[src/rtl/aud_stat_pkg.sv]
package aud_stat_pkg;
  // status bit positions
  localparam int unsigned SB_CS_EARLY = 0;
  localparam int unsigned SB_UDR      = 1;
  localparam int unsigned SB_OVR      = 2;
  localparam int unsigned SB_RX_FULL  = 3;
  localparam int unsigned SB_TX_EMPTY = 4;
  localparam int unsigned NFLAG       = 5;
  localparam int unsigned NSTICKY     = 3;

  // control bit positions
  localparam int unsigned EN_TX_GRP   = 0;
  localparam int unsigned EN_RX_GRP   = 1;
  localparam int unsigned EN_CS_EARLY = 2;
  localparam int unsigned EN_UDR      = 3;
  localparam int unsigned EN_OVR      = 4;
  localparam int unsigned EN_RX_FULL  = 5;
  localparam int unsigned EN_TX_EMPTY = 6;
  localparam int unsigned CTRL_W      = 7;

  typedef enum logic [1:0] {
    REG_STAT = 2'd0,
    REG_CTRL = 2'd1,
    REG_RXU  = 2'd2,
    REG_TXU  = 2'd3
  } reg_sel_e;
endpackage

[src/rtl/aud_rst_sync.sv]
module aud_rst_sync #(
  parameter int unsigned STAGES = 2
) (
  input  logic clk,
  input  logic rst_n,
  output logic rst_sn
);
  logic [STAGES-1:0] sync_q;
  logic [STAGES-1:0] sync_d;

  always_comb begin
    sync_d = {sync_q[STAGES-2:0], 1'b1};
  end

  always_ff @(posedge clk or negedge rst_n) begin
    if (!rst_n) sync_q <= '0;
    else        sync_q <= sync_d;
  end

  assign rst_sn = sync_q[STAGES-1];
endmodule

[src/rtl/aud_evt_flag.sv]
module aud_evt_flag #(
  parameter logic RST_VAL = 1'b0
) (
  input  logic clk,
  input  logic rst_sn,
  input  logic set_i,
  input  logic clr_i,
  output logic q_o
);
  logic q_d;

  always_comb begin
    q_d = q_o;
    if (clr_i) q_d = 1'b0;
    if (set_i) q_d = 1'b1;
  end

  always_ff @(posedge clk or negedge rst_sn) begin
    if (!rst_sn) q_o <= RST_VAL;
    else         q_o <= q_d;
  end

  // a set event is never lost to a concurrent clear
  p_set_wins_r4: assert property (@(posedge clk) disable iff (!rst_sn)
    set_i |=> q_o);

  // clearing action alone empties the flag
  p_clear_r3: assert property (@(posedge clk) disable iff (!rst_sn)
    (clr_i && !set_i) |=> !q_o);

  // without any action the flag is sticky
  p_hold_r3: assert property (@(posedge clk) disable iff (!rst_sn)
    (!clr_i && !set_i) |=> $stable(q_o));
endmodule

[src/rtl/aud_irq_gate.sv]
module aud_irq_gate
  import aud_stat_pkg::*;
(
  input  logic              clk,
  input  logic              rst_sn,
  input  logic [NFLAG-1:0]  flag_i,
  input  logic [CTRL_W-1:0] ctrl_i,
  output logic              irq_tx_err_o,
  output logic              irq_rx_err_o,
  output logic              irq_rx_user_o,
  output logic              irq_tx_user_o
);
  logic tx_pend;

  always_comb begin
    tx_pend       = (flag_i[SB_CS_EARLY] & ctrl_i[EN_CS_EARLY])
                  | (flag_i[SB_UDR]      & ctrl_i[EN_UDR]);
    irq_tx_err_o  = ctrl_i[EN_TX_GRP] & tx_pend;
    irq_rx_err_o  = ctrl_i[EN_RX_GRP] & flag_i[SB_OVR] & ctrl_i[EN_OVR];
    irq_rx_user_o = flag_i[SB_RX_FULL]  & ctrl_i[EN_RX_FULL];
    irq_tx_user_o = flag_i[SB_TX_EMPTY] & ctrl_i[EN_TX_EMPTY];
  end

  p_tx_group_r8: assert property (@(posedge clk) disable iff (!rst_sn)
    irq_tx_err_o |-> (ctrl_i[EN_TX_GRP] && (flag_i[SB_CS_EARLY] || flag_i[SB_UDR])));

  p_rx_group_r9: assert property (@(posedge clk) disable iff (!rst_sn)
    irq_rx_err_o |-> (ctrl_i[EN_RX_GRP] && flag_i[SB_OVR]));

  p_user_lines_r10: assert property (@(posedge clk) disable iff (!rst_sn)
    (irq_rx_user_o |-> flag_i[SB_RX_FULL]) and (irq_tx_user_o |-> flag_i[SB_TX_EMPTY]));
endmodule

[src/rtl/aud_stat_irq.sv]
module aud_stat_irq
  import aud_stat_pkg::*;
#(
  parameter int unsigned ADDR_W   = 4,
  parameter int unsigned DATA_W   = 32,
  parameter int unsigned FRAME_W  = 8,
  parameter int unsigned CS_LIMIT = 31
) (
  input  logic               clk,
  input  logic               rst_n,
  input  logic               bus_wr_i,
  input  logic               bus_rd_i,
  input  logic [ADDR_W-1:0]  bus_addr_i,
  input  logic [DATA_W-1:0]  bus_wdata_i,
  output logic [DATA_W-1:0]  bus_rdata_o,
  input  logic               cs_load_i,
  input  logic [FRAME_W-1:0] frame_idx_i,
  input  logic               ovr_evt_i,
  input  logic               udr_evt_i,
  input  logic               rx_user_load_i,
  input  logic [DATA_W-1:0]  rx_user_data_i,
  input  logic               tx_user_take_i,
  output logic [DATA_W-1:0]  tx_user_data_o,
  output logic               irq_tx_err_o,
  output logic               irq_rx_err_o,
  output logic               irq_rx_user_o,
  output logic               irq_tx_user_o
);
  localparam int unsigned SEL_W = 2;
  localparam logic [FRAME_W-1:0] CS_LIM_V = FRAME_W'(CS_LIMIT);

  logic              rst_sn;
  logic              hit;
  reg_sel_e          sel;
  logic              wr_stat, wr_ctrl, wr_txu, rd_rxu;
  logic [NFLAG-1:0]  flag_set, flag_clr, flag_q;
  logic [CTRL_W-1:0] ctrl_q, ctrl_d;
  logic [DATA_W-1:0] rxu_q, rxu_d, txu_q, txu_d;

  aud_rst_sync #(.STAGES(2)) u_rst (
    .clk    (clk),
    .rst_n  (rst_n),
    .rst_sn (rst_sn)
  );

  // address decode
  always_comb begin
    hit     = (bus_addr_i[ADDR_W-1:SEL_W] == '0);
    sel     = reg_sel_e'(bus_addr_i[SEL_W-1:0]);
    wr_stat = bus_wr_i & hit & (sel == REG_STAT);
    wr_ctrl = bus_wr_i & hit & (sel == REG_CTRL);
    wr_txu  = bus_wr_i & hit & (sel == REG_TXU);
    rd_rxu  = bus_rd_i & hit & (sel == REG_RXU);
  end

  // flag set and clear sources
  always_comb begin
    flag_set                 = '0;
    flag_set[SB_CS_EARLY]    = cs_load_i & (frame_idx_i < CS_LIM_V);
    flag_set[SB_UDR]         = udr_evt_i;
    flag_set[SB_OVR]         = ovr_evt_i;
    flag_set[SB_RX_FULL]     = rx_user_load_i;
    flag_set[SB_TX_EMPTY]    = tx_user_take_i;
    flag_clr                 = '0;
    for (int i = 0; i < int'(NSTICKY); i++) begin
      flag_clr[i] = wr_stat & ~bus_wdata_i[i];
    end
    flag_clr[SB_RX_FULL]     = rd_rxu;
    flag_clr[SB_TX_EMPTY]    = wr_txu;
  end

  for (genvar g = 0; g < int'(NFLAG); g++) begin : g_flag
    aud_evt_flag #(.RST_VAL(g == int'(SB_TX_EMPTY))) u_flag (
      .clk    (clk),
      .rst_sn (rst_sn),
      .set_i  (flag_set[g]),
      .clr_i  (flag_clr[g]),
      .q_o    (flag_q[g])
    );
  end

  // control and user holding registers: next state
  always_comb begin
    ctrl_d = wr_ctrl        ? bus_wdata_i[CTRL_W-1:0] : ctrl_q;
    rxu_d  = rx_user_load_i ? rx_user_data_i          : rxu_q;
    txu_d  = wr_txu         ? bus_wdata_i             : txu_q;
  end

  always_ff @(posedge clk or negedge rst_sn) begin
    if (!rst_sn) begin
      ctrl_q <= '0;
      rxu_q  <= '0;
      txu_q  <= '0;
    end else begin
      ctrl_q <= ctrl_d;
      rxu_q  <= rxu_d;
      txu_q  <= txu_d;
    end
  end

  assign tx_user_data_o = txu_q;

  // readback
  always_comb begin
    bus_rdata_o = '0;
    if (hit) begin
      unique case (sel)
        REG_STAT: bus_rdata_o[NFLAG-1:0]  = flag_q;
        REG_CTRL: bus_rdata_o[CTRL_W-1:0] = ctrl_q;
        REG_RXU:  bus_rdata_o             = rxu_q;
        REG_TXU:  bus_rdata_o             = txu_q;
        default:  bus_rdata_o             = '0;
      endcase
    end
  end

  aud_irq_gate u_gate (
    .clk           (clk),
    .rst_sn        (rst_sn),
    .flag_i        (flag_q),
    .ctrl_i        (ctrl_q),
    .irq_tx_err_o  (irq_tx_err_o),
    .irq_rx_err_o  (irq_rx_err_o),
    .irq_rx_user_o (irq_rx_user_o),
    .irq_tx_user_o (irq_tx_user_o)
  );

  p_cs_early_r2: assert property (@(posedge clk) disable iff (!rst_sn)
    (cs_load_i && (frame_idx_i < CS_LIM_V)) |=> flag_q[SB_CS_EARLY]);

  p_cs_late_r2: assert property (@(posedge clk) disable iff (!rst_sn)
    (cs_load_i && (frame_idx_i >= CS_LIM_V) && !flag_q[SB_CS_EARLY]) |=> !flag_q[SB_CS_EARLY]);

  p_txu_store_r7: assert property (@(posedge clk) disable iff (!rst_sn)
    wr_txu |=> (tx_user_data_o == $past(bus_wdata_i)));

  p_rxu_capture_r6: assert property (@(posedge clk) disable iff (!rst_sn)
    rx_user_load_i |=> (rxu_q == $past(rx_user_data_i)));
endmodule

[config.mk]
export PLATFORM = sky130hd
export DESIGN_NAME = aud_stat_irq
export DESIGN_NICKNAME = d
export VERILOG_FILES = /design/src/rtl/aud_stat_pkg.sv /design/src/rtl/aud_rst_sync.sv /design/src/rtl/aud_evt_flag.sv /design/src/rtl/aud_irq_gate.sv /design/src/rtl/aud_stat_irq.sv
export SDC_FILE = /design/constraint.sdc
export NUM_CORES = 1
export LEC_CHECK = 0
export BUFFER_PORTS_ARGS = -buffer_cell sky130_fd_sc_hd__buf_2
export CAP_MARGIN = 10
export CORE_MARGIN = 4
export CORE_UTILIZATION = 48
export CTS_CLUSTER_SIZE = 8
export DETAILED_ROUTE_END_ITERATION = 10
export HOLD_SLACK_MARGIN = 0.05
export PLACE_DENSITY = 0.81
export SLEW_MARGIN = 20
export SYNTH_ARGS = -nofsm -noshare
export SYNTH_HDL_FRONTEND = slang
export SYNTH_SLANG_ARGS = --single-unit
export TNS_END_PERCENT = 20
[constraint.sdc]
create_clock -name clk -period 3.13 [get_ports clk]
set_clock_uncertainty 0.2 [all_clocks]
set_input_delay 0.4695 -clock clk [delete_from_list [all_inputs] [get_ports clk]]
set_output_delay 0.4695 -clock clk [all_outputs]
set_load 0.03 [all_outputs]
==> results.md <==
- Outcome: finished, final reports clean
- Launch point of the worst hold path: tx_user_take_i
- Io pins: 153
- Clock buffer depth: 2
- Synth area leaders: dfrtp_1, mux2_2, mux2i_1
- Port-buffer cells: 152
- # setup viols final: 0
- HP Class: in -> reg
- RSZ-0062 raised after global routing: false
- Clock slew at reported path FFs: ~0.07 ns
- Slew at the pin closest to its max-slew limit: 0.946 ns
- Mean routed wirelength per cell: ~16 um
- MaxCap Viol Count: 0
- DRT antenna net count: 0
- Layout area overhead: 30.0%
- Clk_lat worst skew: ~0.32 ns
- Total track usage: 19.1%
- LEAKAGE: 2.31 nW
- Hpwl dp: 6090 um
- Total CTS buffers: 9
- Hold endpoint: g_flag[4].u_flag.q_o
- Pwr dens: 618 nW/um^2
- Clock sinks: 78
- Number of diodes: 0
- Post-Route WL: 8170 um
- Core area: 7210 sq um
- Netlist cell types: 26
- CTS root buf: clkbuf_8
- Placed Instances: 498
- Synth Instances: 259
- Avg Vias per Cell: roughly 5.1
- Initial Util: 49.2%
- Worst-path fanout max: 24
- Cell-internal power: 1.95 mW
- Vias: 2,595
- Nets: 496
- Clock network power share: approximately 28%
- Required time worst endpoint: between 2 and 2.5 ns
- Initial antenna violation count: 0
- CTS resizes: 0
- Synth warn: 0
- Fin crit period: 2.55 ns
- Crit path launch type: input port
- EDFF count, synth: 0
- Register bit total from synthesis: 78
- Count leader, synth: dfrtp_1
- Syn Area/Cell: around 14 sq um
- Post-Syn Area: ~3500 sq um
- Total negative slack: 0 ns
- Worst R2R Start: u_rst.sync_q[1]
- TritonRoute pass-1 iters: 4
- Top_reg_cell synth: dfrtp_1
- Grt ovf: 0
- Flop2flop setup slack: between 1.5 and 2 ns
- RR Endpoint: g_flag[3].u_flag.q_o
- Die height: 94.0 um
- Arrival @ worst endpoint: 1.88 ns
- Syn Nets: 344
- DR iter-0 viols: between 40 and 50
- TritonCTS clock tree: yes
- Gp weighted congestion: 0.794
- Register area share after synthesis: approximately 55%
- DR DRC count: 0
- Sw Ratio: between 30% and 40%
- First-pass GRT wire length: 13,200 um
- Design area: 4610 sq um
- Final instance count without filler cells: roughly 500
- Final core utilization: about 64%
- Highest Clock Rate: 0.392 GHz
- FF-to-FF path depth: 0
- Asr flop ratio synth: between 90% and 100%
- Area after DPL: around 4400 sq um
- H-Tree Depth: 3
- Kind of critical path: in -> out
- Relative slew margins: 36.9%
- Largest net degree at the start of global routing: between 70 and 80
- Pins Over Slew Limit: 0
- Endpoints failing hold: 0
- Standard-cell rows: 31
- Tcrit/Tclk final: between 80% and 90%
- Commonest cells in the netlist: dfrtp_1, mux2_2, nor2_1, mux2i_1
- Synth area leader: dfrtp_1
- Vias in the first global route: 2,727
- Logic pwr share: 26.2%
- Die ar.: approximately 8800 sq um
- Worst setup EP type: output pin
- Layout cell share with drive strength beyond 1: 61.1%
- VDD IR max: 0.372 mV
- Psw: between 800 and 900 uW
- Top-area cell type share of the netlist area: 54.3%
- Layout fillers: approximately 610
- Minimum hold slack: 0.118 ns
- Die width: 94.0 um
- Flop pwr share: between 40% and 50%
- Hold Path Depth: 2
[registers in the layout, indices dropped and copies added, names as in the netlist]
| signal | count |
|---|---|
| g_flag.u_flag.q_o | 5 |
| ctrl_q | 7 |
| tx_user_data_o | 32 |
| u_rst.sync_q | 2 |
| rxu_q | 32 |
[per-stage QoR]
step	setup WS (ns)	power [mW]
after floorplan	0.599	1.82
final	0.579	2.85
after CTS	0.559	2.89
after detailed placement	0.560	2.08
after global placement	0.575	2.05
after global routing	0.428	3.00
[what timing repair did]
action                    in CTS  in global routing
hold endpoints to repair       2                  0
hold buffers                   1                  0
setup buffers                  0                  0
[placed cells by master (no fill, tap or decap), types with 2 or more instances in the layout]
cell type | synthesis | routed
and2_1 | 2 | 2
clkbuf_8 | 0 | 10
mux4_2 | 5 | 5
nor3_1 | 3 | 3
or3b_1 | 2 | 2
dfrtp_1 | 77 | 76
mux2_2 | 73 | 73
a21o_1 | 4 | 4
nand2_1 | 4 | 4
buf_2 | 7 | 152
nor2_1 | 27 | 27
a22oi_1 | 3 | 3
bufinv_16 | 0 | 2
buf_4 | 2 | 4
nor2b_1 | 6 | 6
and3_1 | 2 | 2
mux2i_1 | 25 | 25
[layer usage]
metal	wire length [um]	share of wire [%]	track usage, %
met4	68	0.83	6.14
met5	0	0	0
met2	4110	50	32.2
met1	3420	42	24.6
met3	574	7.0	4.17
[kinds of logic (layout without fill, tap and decap cells)]
kind of cell / count (synthesis) / count (layout) / synth area share, %
AO/OA/AOI/OAI: 8 / 8 / 1.73
buffers and inverters: 16 / 171 / 2.15
AND/OR/NAND/NOR: 53 / 53 / 7.52
multiplexers: 103 / 103 / 33.4
other: 1 / 1 / 0.106
flip-flops: 78 / 78 / 55.1
[worst max path at each step]
stage	depth (start not counted)	slack (ns)	startpoint	endpoint
after global routing	5	0.43	bus_addr_i[0]	bus_rdata_o[28]
final	4	0.58	bus_addr_i[0]	bus_rdata_o[0]
after floorplan	0	0.60	u_rst.sync_q[1]	ctrl_q[0]
after CTS	4	0.56	bus_addr_i[0]	bus_rdata_o[0]
after global placement	4	0.58	bus_addr_i[0]	bus_rdata_o[0]
after detailed placement	4	0.56	bus_addr_i[0]	bus_rdata_o[0]
[cell type report]
cell class              count  area, sq um  area share [%]
flip-flops and latches     78         1960            42.5
multi-input cells         165         1520            32.9
repair buffers            157          801            17.4
clock buffers              10          138            2.99
well taps                  99          124            2.69
clock inverters             4         72.6            1.57
[power by group through the flow]
stage          clock [mW]  combinational, mW  sequential, mW
2_1_floorplan           0              0.333            1.49
3_3_place_gp            0              0.737            1.31
3_5_place_dp            0              0.754            1.33
4_1_cts             0.824              0.756            1.31
5_1_grt             0.862              0.802            1.33
6_report            0.800              0.747            1.30
[worst max-delay path, stage by stage]
cell     delay, ns
buf_2         0.50
mux4_2        0.58
and2b_1       0.16
buf_2         0.17
(Power assumes the default switching activity.)
